===== src/rtl/isu_pkg.sv =====
package isu_pkg;
    // Per-source status flags
    typedef struct packed {
        logic asserted;   // level source: line currently high
        logic sent;       // level source: presented and not yet finished
        logic rejected;   // message source: last presentation refused
        logic mpend;      // message source: event arrived while masked
        logic req;        // request waiting for the output register
    } isu_flags_t;

    localparam isu_flags_t FLAGS_IDLE = '0;
endpackage


===== src/rtl/isu_line_track.sv =====
module isu_line_track #(
    parameter int N = 8
) (
    input  logic         clk,
    input  logic         rst_n,
    input  logic [N-1:0] line,
    output logic [N-1:0] rise
);
    logic [N-1:0] prev_q;

    always_ff @(posedge clk or negedge rst_n) begin
        if (!rst_n) prev_q <= '0;
        else        prev_q <= line;
    end

    assign rise = line & ~prev_q;
endmodule


===== src/rtl/isu_num_decode.sv =====
module isu_num_decode #(
    parameter int NSRC   = 8,
    parameter int GNUM_W = 12,
    parameter int BASE   = 256
) (
    input  logic              vld,
    input  logic [GNUM_W-1:0] num,
    output logic [NSRC-1:0]   hot
);
    logic [GNUM_W-1:0] off;
    logic              in_rng;

    always_comb begin
        off    = num - GNUM_W'(BASE);
        in_rng = (num >= GNUM_W'(BASE)) && (off < GNUM_W'(NSRC));
        hot    = (vld && in_rng) ? (NSRC'(1) << off) : '0;
    end
endmodule


===== src/rtl/isu_pick.sv =====
module isu_pick #(
    parameter int N  = 8,
    parameter int IW = 3
) (
    input  logic [N-1:0]  req,
    output logic          hit,
    output logic [IW-1:0] idx
);
    always_comb begin
        hit = 1'b0;
        idx = '0;
        for (int i = N - 1; i >= 0; i--) begin
            if (req[i]) begin
                hit = 1'b1;
                idx = IW'(i);
            end
        end
    end
endmodule


===== src/rtl/irq_source_unit.sv =====
module irq_source_unit
    import isu_pkg::*;
#(
    parameter int              NSRC     = 8,
    parameter int              SRV_W    = 4,
    parameter int              PRIO_W   = 8,
    parameter int              GNUM_W   = 12,
    parameter int              BASE     = 256,
    parameter logic [NSRC-1:0] LSI_MASK = 8'b1111_0000,
    parameter logic [NSRC-1:0] CLS_MASK = 8'b0111_1111,
    localparam int             IDX_W    = (NSRC > 1) ? $clog2(NSRC) : 1
) (
    input  logic              clk,
    input  logic              rst_n,
    input  logic [NSRC-1:0]   src_line,
    input  logic              cfg_we,
    input  logic [IDX_W-1:0]  cfg_idx,
    input  logic [SRV_W-1:0]  cfg_srv,
    input  logic [PRIO_W-1:0] cfg_prio,
    input  logic [PRIO_W-1:0] cfg_saved,
    input  logic              rej_vld,
    input  logic [GNUM_W-1:0] rej_num,
    input  logic              eoi_vld,
    input  logic [GNUM_W-1:0] eoi_num,
    input  logic              rsd_vld,
    output logic              pres_valid,
    input  logic              pres_ready,
    output logic [SRV_W-1:0]  pres_srv,
    output logic [GNUM_W-1:0] pres_num,
    output logic [PRIO_W-1:0] pres_prio
);
    localparam logic [PRIO_W-1:0] MASKED = '1;

    typedef struct packed {
        logic [NSRC-1:0][SRV_W-1:0]  srv;
        logic [NSRC-1:0][PRIO_W-1:0] prio;
        logic [NSRC-1:0][PRIO_W-1:0] saved;
        isu_flags_t [NSRC-1:0]       flg;
        logic                        scan_on;
        logic [IDX_W-1:0]            scan_ptr;
        logic                        out_vld;
        logic [SRV_W-1:0]            out_srv;
        logic [GNUM_W-1:0]           out_gnum;
        logic [PRIO_W-1:0]           out_prio;
    } st_t;

    st_t st_d, st_q;

    logic [NSRC-1:0]  rise;
    logic [NSRC-1:0]  rej_hot, eoi_hot;
    logic [NSRC-1:0]  req_vec;
    logic             pick_hit;
    logic [IDX_W-1:0] pick_idx;

    isu_line_track #(.N(NSRC)) u_lines (
        .clk(clk), .rst_n(rst_n), .line(src_line), .rise(rise)
    );

    isu_num_decode #(.NSRC(NSRC), .GNUM_W(GNUM_W), .BASE(BASE)) u_rej_dec (
        .vld(rej_vld), .num(rej_num), .hot(rej_hot)
    );

    isu_num_decode #(.NSRC(NSRC), .GNUM_W(GNUM_W), .BASE(BASE)) u_eoi_dec (
        .vld(eoi_vld), .num(eoi_num), .hot(eoi_hot)
    );

    always_comb begin
        for (int i = 0; i < NSRC; i++) req_vec[i] = st_q.flg[i].req;
    end

    isu_pick #(.N(NSRC), .IW(IDX_W)) u_pick (
        .req(req_vec), .hit(pick_hit), .idx(pick_idx)
    );

    logic slot_free, grant, scan_go;

    always_comb begin
        isu_flags_t       f;
        logic             chk;
        logic             lvl;
        logic             cls;
        logic             wr;
        logic [PRIO_W-1:0] pr;

        st_d      = st_q;
        slot_free = !st_q.out_vld || pres_ready;
        grant     = slot_free && pick_hit;
        scan_go   = st_q.scan_on && !st_q.out_vld;

        if (pres_ready) st_d.out_vld = 1'b0;

        // Output register load: a source masked after it queued is dropped
        if (grant && (st_q.prio[pick_idx] != MASKED)) begin
            st_d.out_vld  = 1'b1;
            st_d.out_srv  = st_q.srv[pick_idx];
            st_d.out_gnum = GNUM_W'(BASE) + GNUM_W'(pick_idx);
            st_d.out_prio = st_q.prio[pick_idx];
        end

        // Resend walk: one source per cycle, paused while output is held
        if (scan_go) begin
            if (st_q.scan_ptr == IDX_W'(NSRC - 1)) st_d.scan_on = 1'b0;
            else                                   st_d.scan_ptr = st_q.scan_ptr + 1'b1;
        end
        if (rsd_vld) begin
            st_d.scan_on  = 1'b1;
            st_d.scan_ptr = '0;
        end

        for (int i = 0; i < NSRC; i++) begin
            f   = st_q.flg[i];
            chk = 1'b0;
            lvl = LSI_MASK[i];
            cls = CLS_MASK[i];
            wr  = cfg_we && (cfg_idx == IDX_W'(i));

            if (grant && (pick_idx == IDX_W'(i))) begin
                f.req = 1'b0;
                if (st_q.prio[i] == MASKED) begin
                    if (lvl) f.sent  = 1'b0;
                    else     f.mpend = 1'b1;
                end
            end

            if (cls) begin
                if (rej_hot[i]) begin
                    if (lvl) f.sent     = 1'b0;
                    else     f.rejected = 1'b1;
                end
                if (eoi_hot[i] && lvl) f.sent = 1'b0;

                if (lvl) begin
                    f.asserted = src_line[i];
                    if (rise[i]) chk = 1'b1;
                end else if (rise[i]) begin
                    if (st_q.prio[i] == MASKED) f.mpend = 1'b1;
                    else                        f.req   = 1'b1;
                end

                if (scan_go && (st_q.scan_ptr == IDX_W'(i))) begin
                    if (lvl) begin
                        chk = 1'b1;
                    end else if (f.rejected) begin
                        f.rejected = 1'b0;
                        if (st_q.prio[i] != MASKED) f.req = 1'b1;
                    end
                end
            end

            if (wr) begin
                st_d.srv[i]   = cfg_srv;
                st_d.prio[i]  = cfg_prio;
                st_d.saved[i] = cfg_saved;
                if (cls) begin
                    if (lvl) begin
                        chk = 1'b1;
                    end else if (f.mpend && (cfg_prio != MASKED)) begin
                        f.mpend = 1'b0;
                        f.req   = 1'b1;
                    end
                end
            end

            pr = wr ? cfg_prio : st_q.prio[i];
            if (chk && lvl && (pr != MASKED) && f.asserted && !f.sent) begin
                f.sent = 1'b1;
                f.req  = 1'b1;
            end

            st_d.flg[i] = f;
        end
    end

    always_ff @(posedge clk or negedge rst_n) begin
        if (!rst_n) begin
            st_q          <= '0;
            st_q.prio     <= {NSRC{MASKED}};
            st_q.saved    <= {NSRC{MASKED}};
        end else begin
            st_q <= st_d;
        end
    end

    assign pres_valid = st_q.out_vld;
    assign pres_srv   = st_q.out_srv;
    assign pres_num   = st_q.out_gnum;
    assign pres_prio  = st_q.out_prio;

    // held request keeps its fields
    a_r8_hold_stable: assert property (@(posedge clk) disable iff (!rst_n)
        pres_valid && !pres_ready |=> pres_valid && $stable(pres_srv)
                                      && $stable(pres_num) && $stable(pres_prio));

    // a masked priority never reaches the output
    a_r1_no_masked_out: assert property (@(posedge clk) disable iff (!rst_n)
        pres_valid |-> pres_prio != MASKED);

    // output number lies inside this unit's window
    a_r2_num_window: assert property (@(posedge clk) disable iff (!rst_n)
        pres_valid |-> (int'(pres_num) >= BASE) && (int'(pres_num) < BASE + NSRC));

    // walk pointer frozen while the output is occupied
    a_r10_scan_stall: assert property (@(posedge clk) disable iff (!rst_n)
        st_q.scan_on && st_q.out_vld && !rsd_vld |=> $stable(st_q.scan_ptr));

    generate
        for (genvar g = 0; g < NSRC; g++) begin : g_src_chk
            if (!CLS_MASK[g]) begin : g_idle
                // an unclassified source never queues a request
                a_r9_idle_src: assert property (@(posedge clk) disable iff (!rst_n)
                    !st_q.flg[g].req);
            end else if (LSI_MASK[g]) begin : g_lvl
                // a level source queues only when it was marked sent
                a_r5_req_implies_sent: assert property (@(posedge clk) disable iff (!rst_n)
                    $rose(st_q.flg[g].req) |-> st_q.flg[g].sent);
            end else begin : g_msg
                // masked-pending is raised only while masked
                a_r4_mpend_masked: assert property (@(posedge clk) disable iff (!rst_n)
                    $rose(st_q.flg[g].mpend) |-> (st_q.prio[g] == MASKED) || $past(st_q.prio[g] == MASKED));
            end
        end
    endgenerate
endmodule


===== config.mk =====
export PLATFORM = sky130hd
export DESIGN_NAME = irq_source_unit
export DESIGN_NICKNAME = d
export VERILOG_FILES = /design/src/rtl/isu_pkg.sv /design/src/rtl/isu_line_track.sv /design/src/rtl/isu_num_decode.sv /design/src/rtl/isu_pick.sv /design/src/rtl/irq_source_unit.sv
export SDC_FILE = /design/constraint.sdc
export NUM_CORES = 1
export LEC_CHECK = 0
export CAP_MARGIN = 0
export CORE_AREA = 2 2 124 126
export CTS_CLUSTER_SIZE = 12
export DETAILED_ROUTE_END_ITERATION = 12
export DIE_AREA = 0 0 126 128
export HOLD_SLACK_MARGIN = 0.02
export PLACE_DENSITY_LB_ADDON = 0.25
export SETUP_SLACK_MARGIN = 0.3
export SYNTH_ARGS = -nofsm -noshare
export SYNTH_HDL_FRONTEND = slang
export SYNTH_HIERARCHICAL = 1
export SYNTH_SLANG_ARGS = --single-unit

===== constraint.sdc =====
create_clock -name clk -period 2.7 [get_ports clk]
set_clock_uncertainty 0.15 [all_clocks]
set_input_delay 0.54 -clock clk [delete_from_list [all_inputs] [get_ports clk]]
set_output_delay 0.54 -clock clk [all_outputs]
set_load 0.1 [all_outputs]

# Word-level counts from Yosys, hierarchy flattened
# Cells that the tools add are included.
op_classes:
  n_eq_ne: 37
  n_shift: 2
  n_mux: 107
  n_lt_le_gt_ge: 5
  bitwise: 2
  add_sub_neg: 4
  n_reduce_logical: 58
op_table:
  columns: ["operator", "n"]
  rows:
  - ["8-bit inequality test (second input constant)", 9]
  - ["1-bit 2-to-1 mux", 68]
  - ["8-bit equality test (second input constant)", 7]
  - ["1-bit logical AND", 42]
  - ["2-bit 2-to-1 mux", 19]
  - ["3-bit equality test (second input constant)", 11]
  - ["8-bit 2-to-1 mux", 4]
  - ["25-bit 2-to-1 mux", 1]
  - ["8-bit binary-select mux with 3-bit select", 1]
  - ["12-bit by 9-bit >= comparator with 1-bit output (second input constant)", 2]
  - ["12-bit by 4-bit < comparator with 1-bit output (second input constant)", 2]
  - ["3-bit 2-to-1 mux", 8]
  - ["1-bit by 12-bit << shifter with 7-bit output (first input constant)", 2]
  - ["12-bit by 9-bit subtractor with 12-bit output (second input constant)", 2]
  - ["3-bit by 2-bit equality test with 1-bit output (second input constant)", 6]
  - ["7-bit 2-to-1 mux", 2]
  - ["4-bit binary-select mux with 3-bit select", 1]
  - ["4-bit 2-to-1 mux", 3]
  - ["2-bit nonzero test", 6]
  - ["9-bit by 3-bit adder with 10-bit output (first input constant)", 1]
  - ["3-bit by 1-bit equality test with 1-bit output (second input constant)", 3]
  - ["3-bit zero test", 3]
  - ["7-bit bitwise AND", 1]
  - ["7-bit NOT", 1]
  - ["6 further kinds", 10]
totals:
  ff_bits: 150
  input_bits: 62
  word_cells: 256

# Depth between registers and ports, before layout
depth:
  word_depth: 17
  mapped_depth: 13
  mapped_depth_nobuf: 9

# Hierarchy
# Netlist, hierarchy kept.
by_module_without_submodules:
  columns: ["mod", "n_inst", "seq_area_each_um2", "area_per_inst_um2", "cells_each"]
  rows:
  - ["irq_source_unit", 1, 3458.3, 6792.8, 506]
  - ["isu_line_track", 1, 200.2, 310.3, 16]
  - ["isu_num_decode", 2, 0.0, 130.1, 19]
  - ["isu_pick", 1, 0.0, 80.1, 13]

# Least setup slack after synthesis
# OpenSTA, ideal clock, no wires.
synth_timing:
  path_type: "register to register"
  start: "register st_q, in the netlist req_vec[2]"
  end: "register st_q, in the netlist pres_num[1]"
  stages_incl_launch_ff: 10
  period_less_slack_ns: 2.901
  setup_slack_ns: -0.201
  t_arrival_ns: 2.626
  setup_time_ns: 0.125
  cell_sequence: "dfrtp_1 -> o41ai_1 -> buf_6 -> buf_12 -> mux4_1 -> mux2i_1 -> nor2_2 -> a31oi_4 -> buf_6 -> mux2_4"
synth_via:
  elab_chain_cells: 7
  elab_cells_between_ends: 12
  classes_between: "add/sub: 1; eq/ne: 1; mux: 8; reduce/logical: 2"
synth_lines:
  columns: ["item", "line_no", "text"]
  rows:
  - ["from (decl)", "irq_source_unit.sv:47", "st_t st_d, st_q;"]
  - ["from (signal assigned)", "irq_source_unit.sv:180", "st_q <= st_d;"]
  - ["3-bit 2-to-1 mux (*) (3 in a row)", "isu_pick.sv:13", "if (req[i]) begin"]
  - ["net pick_idx[0]", "irq_source_unit.sv:53", "logic [IDX_W-1:0] pick_idx;"]
  - ["8-bit binary-select mux with 3-bit select", "irq_source_unit.sv:93", "if (grant && (st_q.prio[pick_idx] != MASKED)) begin"]
  - ["8-bit 2-to-1 mux (not written as such)", "irq_source_unit.sv:93", null]
  - ["8-bit inequality test", "irq_source_unit.sv:93", null]
  - ["1-bit logical AND", "irq_source_unit.sv:93", null]
# Mark *: on every way through the listed nets, which the timed path passes. The rest lies on a longest branch. The select of a mux whose other input is x is not followed.
# A chain may end at the register's enable or synchronous reset.

# Worst setup path in the final report
layout_timing:
  start: "register st_q, in the netlist req_vec[5]"
  end: "register st_q, in the netlist pres_num[1]"
layout_via:
  elab_chain_cells: 10
  elab_cells_between_ends: 18
  classes_between: "add/sub: 1; eq/ne: 1; mux: 14; reduce/logical: 2"
layout_lines:
  columns: ["item", "line_no"]
  rows:
  - ["3-bit 2-to-1 mux (*) (6 in a row)", "isu_pick.sv:13"]
  - ["net pick_idx[1]", "irq_source_unit.sv:53"]
  - ["8-bit binary-select mux with 3-bit select", "irq_source_unit.sv:93"]
  - ["8-bit 2-to-1 mux (not written as such)", "irq_source_unit.sv:93"]
  - ["8-bit inequality test", "irq_source_unit.sv:93"]
  - ["1-bit logical AND", "irq_source_unit.sv:93"]
# Marked as above.

==> results.cfg <==
[routing]
ant_nets = 0
drc = 0
drt_pre_antenna_iters = 6
wl_per_cell_um = 21.1
dr_total_vias = 5177
routed_wl_mm = 19.0
drt-vias-per-instance = 5.75
drtIter0Drc = 259

[timing]
min_period_ns = 3.16
fmax_ghz = 0.316
layout_worst_path_cycle_share_pct = 117
grt_setup_unrepaired = true
hold_viol = 0
drv_slew = 0
setup_viol = 17
fin_ws_ns = -0.464
worstMarginPinSlew_ns = 0.570
max_slew_margin_pct = 62.0

[clocking]
cts-root-buf = clkbuf_16
htree_levels = 4
cts_buffer_depth = 2
cts_tree = built
cts_buffers = 17
clock_sinks = 142
clk_pin_slew_worst_paths_ns = 0.06
clk-insertion-delay-late_ns = 0.42

[power]
vdd_drop_max_mv = 0.687
powerDensity_nw_per_um2 = 1030
leakagePower_nw = 3.93

[floorplan]
io_pins = 87
row_count = 45
dieArea_um2 = 16100
core_area_um2 = 14900
die_h_um = 128
die_x_um = 126
start_util_pct = 49.4

[hold_path]
min_path_type = flip-flop to flip-flop
hold_depth = 1

[finish]
postLayoutCoreUtil_pct = 65.0
finalInstanceArea_um2 = 9660
syn2layout_area_growth_pct = 31.7
drive_gt1_share_pct = 54.6
final_cells = 900
num_antenna_cells = 0
layout.nets = 767

[setup_path]
endpoint_kind = flip-flop
arrival_ns = 3.32
ff2ff_path_depth = 13
critPathKind = flip-flop to flip-flop
start_kind = flip-flop
crit_required_ns = 2.85
path_max_fanout = 6

[placement]
dp_cells = 841
pre_cts_slack_ns = -0.516
io_buffers = 69
dp_hpwl_mm = 12.9
placed_area_um2 = 8510
gp_congestion = 0.916

[logic_synthesis]
netlist_instances = 561
synth_area_um2 = 7340
syn-mean-instance-area_um2 = 13.1
ys_warn_count = 6

[run]
drv_cap = 0

[grt]
grt_pass1_wl_mm = 29.5
grt.total_usage_pct = 24.0
grt_max_degree = 64
antenna_found_initial = 0
grt-ovfl-total = 0
grt_pass1_vias = 5394

[status]
outcome = finished, violations left
violations = negative setup slack
what timing repair did:
action / 4_1_cts / 5_1_grt
buffers inserted: 13 / 11
endpoints found under the hold margin: 34 / 0
hold buffers: 1 / 0
pin swaps: 10 / 21
gates resized for setup: 31 / 42
gates cloned: 1 / 1
setup endpoints to repair: 22 / 28
report_power, final:
part	switching, mW	total [mW]	internal [mW]
registers	0.414	3.19	2.78
logic	2.32	4.42	2.10
clock network	0.958	2.36	1.40
total	3.69	9.97	6.28
cell usage in the layout (no fill, tap or decap), drive strengths merged, types with 13 or more instances in the layout:
| cell | count |
|---|---|
| mux2 | 118 |
| buf | 103 |
| dfstp | 64 |
| nor2 | 24 |
| nor2b | 14 |
| mux4 | 14 |
| nor4 | 13 |
| dfrtp | 78 |
| clkbuf | 19 |
| nand4 | 17 |
| clkdlybuf4s50 | 51 |
| nand2 | 26 |
| inv | 17 |
layout make-up:
type / count / area, um^2
Clock inverter: 14 / 158
Timing Repair Buffer: 156 / 1520
Fill cell: 1049 / 5200
Sequential cell: 142 / 3630
Clock buffer: 18 / 439
Tap cell: 188 / 235
Multi-Input combinational cell: 370 / 3640
Inverter: 12 / 45.0
through the flow:
stage               setup TNS (ns)  hold slack, ns  total power [mW]
finish                       -6.43           0.343              9.97
global route                 -7.57           0.369              10.4
CTS                          -5.57           0.353              9.59
detailed placement           -6.79           0.329              6.84
global placement             -5.85           0.304              6.75
floorplan                   -0.777          0.0944              5.85
path summary, 6_finish.rpt:
| check | from | endpoint | slack [ns] |
|---|---|---|---|
| max | req_vec[5] | pres_num[1] | -0.46 |
| min | pres_num[8] | pres_num[8] | 0.34 |
| max reg2reg | req_vec[5] | pres_num[1] | -0.46 |
| min reg2reg | pres_num[8] | pres_num[8] | 0.34 |
| max in group asynchronous | rst_n | st_q[178] | 1.17 |
| min in group asynchronous | rst_n | u_lines/prev_q[3] | 0.52 |
flip-flops by register name, indices dropped and copies added, names as in the netlist:
register	flops
pres_num	4
pres_prio	8
pres_srv	4
pres_valid	1
req_vec	7
st_q	111
u_lines/prev_q	7
critical path, stage by stage, from the launching register on:
cell and delay (ns):
dfrtp_1 0.45, nor2_2 0.15, o21ai_2 0.10, a211oi_4 0.28, buf_12 0.16, buf_6 0.10, buf_6 0.10, mux4_2 0.49
mux2i_1 0.17, buf_4 0.16, nor2_4 0.05, a31oi_4 0.21, buf_12 0.16, mux2_4 0.31
layer usage:
| layer | GRT usage (%) | up-vias | share of wire (%) |
|---|---|---|---|
| met2 | 39.0 | 169 | 48 |
| met4 | 9.50 | 0 | 2.7 |
| met5 | 0 | - | 0 |
| met3 | 5.30 | 33 | 4.8 |
| li1 | - | 2333 | - |
| met1 | 31.4 | 2642 | 44 |
No activity file was read; power rests on OpenSTA's default activity.
